===== config.mk =====
export PLATFORM = sky130hd
export DESIGN_NAME = fiq_route_top
export DESIGN_NICKNAME = d
export VERILOG_FILES = /design/src/rtl/fiq_route_pkg.sv /design/src/rtl/fiq_route_ctrl_reg.sv /design/src/rtl/fiq_route_src_mux.sv /design/src/rtl/fiq_route_out_reg.sv /design/src/rtl/fiq_route_top.sv
export SDC_FILE = /design/constraint.sdc
export NUM_CORES = 1
export LEC_CHECK = 0
export ABC_AREA = 1
export BUFFER_PORTS_ARGS = -buffer_cell sky130_fd_sc_hd__buf_4
export CAP_MARGIN = 0
export CORE_MARGIN = 2
export CORE_UTILIZATION = 39
export DETAILED_ROUTE_END_ITERATION = 12
export PLACE_DENSITY_LB_ADDON = 0.15
export SYNTH_ARGS = -nofsm -noshare
export SYNTH_HDL_FRONTEND = slang
export SYNTH_SLANG_ARGS = --single-unit

===== constraint.sdc =====
create_clock -name clk -period 2.8 [get_ports clk]
set_input_delay 0.42 -clock clk [delete_from_list [all_inputs] [get_ports clk]]
set_output_delay 0.42 -clock clk [all_outputs]
set_load 0.05 [all_outputs]

===== src/rtl/fiq_route_pkg.sv =====
// Package: shared defaults and the bank-select encoding for the fast
// interrupt selector. Assumes the bank order bank1, bank2, bank0 in index space.
package fiq_route_pkg;

    parameter int DEF_ADDR_W   = 8;
    parameter int DEF_DATA_W   = 32;
    parameter int DEF_B0_W     = 8;
    parameter int DEF_B1_W     = 32;
    parameter int DEF_B2_W     = 32;
    parameter int DEF_CTRL_OFS = 'h0C;

    // Which bank a decoded index falls into.
    typedef enum logic [1:0] {
        BSEL_BANK1 = 2'd0,
        BSEL_BANK2 = 2'd1,
        BSEL_BANK0 = 2'd2,
        BSEL_NONE  = 2'd3
    } bank_sel_e;

endpackage


===== src/rtl/fiq_route_ctrl_reg.sv =====
// Control register: holds the source index and the enable bit. It decodes
// one offset on a simple write-strobe bus and gives a combinational read-back
// with unused bits at zero. Assumes bus_wr is a single-cycle strobe.
module fiq_route_ctrl_reg #(
    parameter int ADDR_W   = 8,
    parameter int DATA_W   = 32,
    parameter int IDX_W    = 7,
    parameter int CTRL_OFS = 'h0C
) (
    input  logic              clk,
    input  logic              rst_n,
    input  logic [ADDR_W-1:0] bus_addr,
    input  logic              bus_wr,
    input  logic [DATA_W-1:0] bus_wdata,
    output logic [DATA_W-1:0] bus_rdata,
    output logic              ctrl_en,
    output logic [IDX_W-1:0]  ctrl_idx
);

    localparam int PAD_W = DATA_W - IDX_W - 1;

    logic addr_hit;
    logic unused_wdata_hi;

    // Decode the register offset.
    assign addr_hit        = (bus_addr == ADDR_W'(CTRL_OFS));
    assign unused_wdata_hi = ^bus_wdata[DATA_W-1:IDX_W+1];

    // Hold index and enable; clear on reset, load on a matching write.
    always_ff @(posedge clk) begin
        if (!rst_n) begin
            ctrl_en  <= 1'b0;
            ctrl_idx <= '0;
        end else if (bus_wr && addr_hit) begin
            ctrl_en  <= bus_wdata[IDX_W];
            ctrl_idx <= bus_wdata[IDX_W-1:0];
        end
    end

    // Read-back: the register at its offset, zero elsewhere.
    always_comb begin
        if (addr_hit) begin
            bus_rdata = {{PAD_W{1'b0}}, ctrl_en, ctrl_idx};
        end else begin
            bus_rdata = '0;
        end
    end

endmodule


===== src/rtl/fiq_route_src_mux.sv =====
// Source multiplexer: splits the index into a bank and an offset in the
// order bank1, bank2, bank0, then picks that bank's bit. Indices past the
// last source select nothing. Purely combinational.
module fiq_route_src_mux
    import fiq_route_pkg::*;
#(
    parameter int B0_W  = 8,
    parameter int B1_W  = 32,
    parameter int B2_W  = 32,
    parameter int IDX_W = 7
) (
    input  logic [IDX_W-1:0] idx,
    input  logic [B0_W-1:0]  src_bank0,
    input  logic [B1_W-1:0]  src_bank1,
    input  logic [B2_W-1:0]  src_bank2,
    output logic             hit
);

    localparam int NUM_SRC = B1_W + B2_W + B0_W;
    localparam int MAX_W   = (B1_W > B2_W) ? ((B1_W > B0_W) ? B1_W : B0_W)
                                           : ((B2_W > B0_W) ? B2_W : B0_W);
    localparam int OFS_W   = (MAX_W > 1) ? $clog2(MAX_W) : 1;

    bank_sel_e        bank;
    logic [IDX_W-1:0] ofs_full;
    logic [OFS_W-1:0] ofs;
    logic [B0_W-1:0]  hot0;
    logic [B1_W-1:0]  hot1;
    logic [B2_W-1:0]  hot2;
    logic             hit0;
    logic             hit1;
    logic             hit2;
    logic             unused_ofs_hi;

    // Split the index into a bank and an offset inside that bank.
    always_comb begin
        if (idx < IDX_W'(B1_W)) begin
            bank     = BSEL_BANK1;
            ofs_full = idx;
        end else if (idx < IDX_W'(B1_W + B2_W)) begin
            bank     = BSEL_BANK2;
            ofs_full = idx - IDX_W'(B1_W);
        end else if (idx < IDX_W'(NUM_SRC)) begin
            bank     = BSEL_BANK0;
            ofs_full = idx - IDX_W'(B1_W + B2_W);
        end else begin
            bank     = BSEL_NONE;
            ofs_full = '0;
        end
    end

    assign ofs           = ofs_full[OFS_W-1:0];
    assign unused_ofs_hi = ^ofs_full;

    // One-hot offset decode for each bank.
    for (genvar j = 0; j < B0_W; j++) begin : g_hot0
        assign hot0[j] = (ofs == OFS_W'(j));
    end
    for (genvar j = 0; j < B1_W; j++) begin : g_hot1
        assign hot1[j] = (ofs == OFS_W'(j));
    end
    for (genvar j = 0; j < B2_W; j++) begin : g_hot2
        assign hot2[j] = (ofs == OFS_W'(j));
    end

    assign hit0 = |(hot0 & src_bank0);
    assign hit1 = |(hot1 & src_bank1);
    assign hit2 = |(hot2 & src_bank2);

    // Pick the decoded bank's bit; an out-of-range index gives 0.
    always_comb begin
        unique case (bank)
            BSEL_BANK1: hit = hit1;
            BSEL_BANK2: hit = hit2;
            BSEL_BANK0: hit = hit0;
            default:    hit = 1'b0;
        endcase
    end

endmodule


===== src/rtl/fiq_route_out_reg.sv =====
// Output stage: gates the selected level with the enable bit and registers
// it once. Assumes the source levels are already synchronous to clk.
module fiq_route_out_reg (
    input  logic clk,
    input  logic rst_n,
    input  logic hit,
    input  logic en,
    output logic fiq_q
);

    // Register the gated request; cleared by reset.
    always_ff @(posedge clk) begin
        if (!rst_n) begin
            fiq_q <= 1'b0;
        end else begin
            fiq_q <= hit & en;
        end
    end

endmodule


===== src/rtl/fiq_route_top.sv =====
// Top: fast-interrupt selector. It joins the control register, the source
// multiplexer and the output stage. The normal interrupt path is outside this
// block and is not affected by the selection.
module fiq_route_top
    import fiq_route_pkg::*;
#(
    parameter int ADDR_W   = DEF_ADDR_W,
    parameter int DATA_W   = DEF_DATA_W,
    parameter int B0_W     = DEF_B0_W,
    parameter int B1_W     = DEF_B1_W,
    parameter int B2_W     = DEF_B2_W,
    parameter int CTRL_OFS = DEF_CTRL_OFS
) (
    input  logic              clk,
    input  logic              rst_n,
    input  logic [ADDR_W-1:0] bus_addr,
    input  logic              bus_wr,
    input  logic [DATA_W-1:0] bus_wdata,
    output logic [DATA_W-1:0] bus_rdata,
    input  logic [B0_W-1:0]   src_bank0,
    input  logic [B1_W-1:0]   src_bank1,
    input  logic [B2_W-1:0]   src_bank2,
    output logic              fiq_out
);

    localparam int NUM_SRC = B1_W + B2_W + B0_W;
    localparam int IDX_W   = $clog2(NUM_SRC);

    logic             ctrl_en;
    logic [IDX_W-1:0] ctrl_idx;
    logic             sel_hit;

    fiq_route_ctrl_reg #(
        .ADDR_W   (ADDR_W),
        .DATA_W   (DATA_W),
        .IDX_W    (IDX_W),
        .CTRL_OFS (CTRL_OFS)
    ) i_ctrl (
        .clk       (clk),
        .rst_n     (rst_n),
        .bus_addr  (bus_addr),
        .bus_wr    (bus_wr),
        .bus_wdata (bus_wdata),
        .bus_rdata (bus_rdata),
        .ctrl_en   (ctrl_en),
        .ctrl_idx  (ctrl_idx)
    );

    fiq_route_src_mux #(
        .B0_W  (B0_W),
        .B1_W  (B1_W),
        .B2_W  (B2_W),
        .IDX_W (IDX_W)
    ) i_mux (
        .idx       (ctrl_idx),
        .src_bank0 (src_bank0),
        .src_bank1 (src_bank1),
        .src_bank2 (src_bank2),
        .hit       (sel_hit)
    );

    fiq_route_out_reg i_out (
        .clk   (clk),
        .rst_n (rst_n),
        .hit   (sel_hit),
        .en    (ctrl_en),
        .fiq_q (fiq_out)
    );

endmodule


==> impl_metrics.tcl <==
set metrics [dict create \
    outcome "complete, no violations" \
    critPathLaunchType "flip-flop" \
    clk_pin_slew_ns 0.04 \
    first_pass_grt_wire_length_um 7180 \
    gate_count_after_technology_mapping 260 \
    grt_util_all_layers 0.209 \
    detailedRoute.firstPassIterationCount 4 \
    postRouteWirelength_um 4800 \
    whs_ns 0.474 \
    placement_rows 22 \
    hp-class "in2reg" \
    design.final.nets 472 \
    antenna_violations_before_repair 0 \
    synthDominantCellAreaShare 0.186 \
    vias_per_cell 4.87 \
    cts_hold_buffers 0 \
    drv_slew 0 \
    fin_ws_ns 0.519 \
    finalCritPeriodShare 0.815 \
    mostFrequentLayoutCell "buf_4" \
    cts_num_sinks 9 \
    cellLeakagePower_nw 1.15 \
    yosysSeqAreaShare 0.122 \
    vias 1966 \
    detailedRoute.firstIterationViolations 149 \
    total_global_routing_overflow 0 \
    worst_slew_pin_slew_ns 0.795 \
    tritoncts.num_buffers 3 \
    cp.arrival_ns 2.40 \
    final_hold_viol_count 0 \
    cap_viol_max_count 0 \
    totalPowerFinal_uw 453 \
    grt_setup_unrepaired "no" \
    timing.critical_path.slowest_stage_cell "clkinvlp_4" \
    netlist_top_cells_area "nand3_1, buf_4, nand2_1" \
    grt_pass1_vias 1660 \
    top_level_ports 148 \
    syn-mean-instance-area_um2 5.68 \
    area_growth_syn_to_layout_pct 50.3 \
    layout_common_cells "buf_4, nand3_1, nand2_1" \
    netlist_area_um2 1480 \
    post-cts-setup-buffer-count 0 \
    final_design_utilization 0.606 \
    floorplan.core_area_um2 3660 \
    die_h_um 65.5 \
    vdd_drop_max_v 0.000200 \
    register_area_um2 180 \
    layout-drive-gt1-share 0.371 \
    clock_root_buffer "clkbuf_8" \
    crit_path_max_incr_delay_ns 0.46 \
    grt_start_max_net_pins 41 \
    layout.cell_area.non_filler_um2 2220 \
    post_layout_nonfiller_instances 404 \
    critPathBufInv 3 \
    post-place-ws_ns -0.386 \
    total_of_fill_cells_in_the_finished_design 405 \
    timing.critical_path.to_type "flip-flop" \
    worst_path_fanout_max 20 \
    start_util 0.403 \
    cp_cell_sequence "inv_1, nor2_4, clkinvlp_4, nand4_1, nand2_1, nor2_1, nand2_1, nor2_1, nand2_1, nand2_1, nand3_1, nand2_1, inv_1" \
    power_density_nw_per_um2 204 \
    setup_total_negative_slack_ns 0 \
    tritoncts "built" \
    clk-insertion-delay-late_ns 0.22 \
    synthDominantAreaCellType "nand3_1" \
    setup.worst_path.class "reg2reg" \
    num_antenna_cells 0 \
    post_synth_num_cell_types 23 \
    antenna_left 0 \
    port_buffers 99 \
    top_family_by_delay_on_critical_path "simple AND/OR/NAND/NOR gates" \
    placedInstanceArea_um2 2150 \
    dp_hpwl_um 3690 \
    fp.dieArea_um2 4290 \
    skew_ns 0.000270 \
    clockBufferDepth 2 \
    required_ns 2.92 \
    relSlewSlack 0.470 \
    synth-seq-cells 9 \
    achievable-frequency_mhz 438 \
    avgRoutedWirePerCell_um 11.9 \
    crit_top_cell "nand2_1" \
    placed_cells 398 \
    finalCriticalPeriod_ns 2.28 \
    multi_input_comb_area_um2 1110 \
    endpoints_failing_setup 0 \
    drc_errors 0 \
    dieWidth_um 65.5 \
    gp_congestion 0.776 \
    synth_warnings 0 \
    htreeDepth 1 \
]
## sequential cells by signal, indices dropped and copies added (netlist names)
register	count
i_ctrl.ctrl_en	1
i_out.fiq_q	1
i_ctrl.ctrl_idx	7
## worst min-delay path, stage by stage
cell and delay (ns):
buf_4 0.07, o21ai_0 0.07, a21oi_1 0.10
## layer usage
metal	track usage	share of wire	wire length, um
met5	0	0	0
met4	0.0469	0.0075	36
met1	0.276	0.40	1940
met3	0.0240	0.10	488
met2	0.362	0.49	2330
## Yosys cell counts
library cell  count
nor3_1            1
nor2_2           10
nand3_4           1
nand2_4           1
inv_1            12
buf_4            25
nand4_1          20
dfxtp_1           9
nand3_2           3
o21ai_2           1
a21oi_1           8
buf_2             3
nand2_1          50
conb_1            1
and2_1            1
nor2_4            5
nand2_2           1
nor2_1           34
nand3_1          55
inv_2             4
nor4_1            1
clkbuf_1          5
o21ai_0           9
## power breakdown
part / internal (mW) / switching, mW
logic: 0.0837 / 0.0975
clock network: 0.0986 / 0.0444
registers: 0.129 / 0.000277
## kinds of logic after synthesis
logic type             Yosys count  synth area share
buffers and inverters           49             0.191
other                            1           0.00254
flip-flops                       9             0.122
AO/OA/AOI/OAI                   18            0.0636
AND/OR/NAND/NOR                183             0.621
## area by class of cell
type | instances | area share
Sequential cell | 9 | 0.0812
Clock buffer | 4 | 0.0203
Timing Repair Buffer | 100 | 0.338
Timing Repair inverter | 1 | 0.00338
Tap cell | 48 | 0.0271
Multi-Input combinational cell | 226 | 0.501
Inverter | 16 | 0.0287
## final timing paths
check / slack (ns) / end / cells past startpoint / start
setup / recovery: 0.52 / i_out.fiq_q$_SDFF_PN0_ / 13 / i_ctrl.ctrl_idx[4]$_SDFFE_PN0P_
hold / removal: 0.47 / i_ctrl.ctrl_en$_SDFFE_PN0P_ / 3 / bus_wdata[7]
setup reg to reg: 0.52 / i_out.fiq_q$_SDFF_PN0_ / 13 / i_ctrl.ctrl_idx[4]$_SDFFE_PN0P_
hold reg to reg: 0.48 / i_ctrl.ctrl_en$_SDFFE_PN0P_ / 2 / i_ctrl.ctrl_en$_SDFFE_PN0P_
## timing repair
item / CTS / global route
pin swaps: 0 / 1
cloned: 0 / 2
setup endpoints to repair: 1 / 1
gates resized for setup: 1 / 2
(Power assumes the default switching activity.)
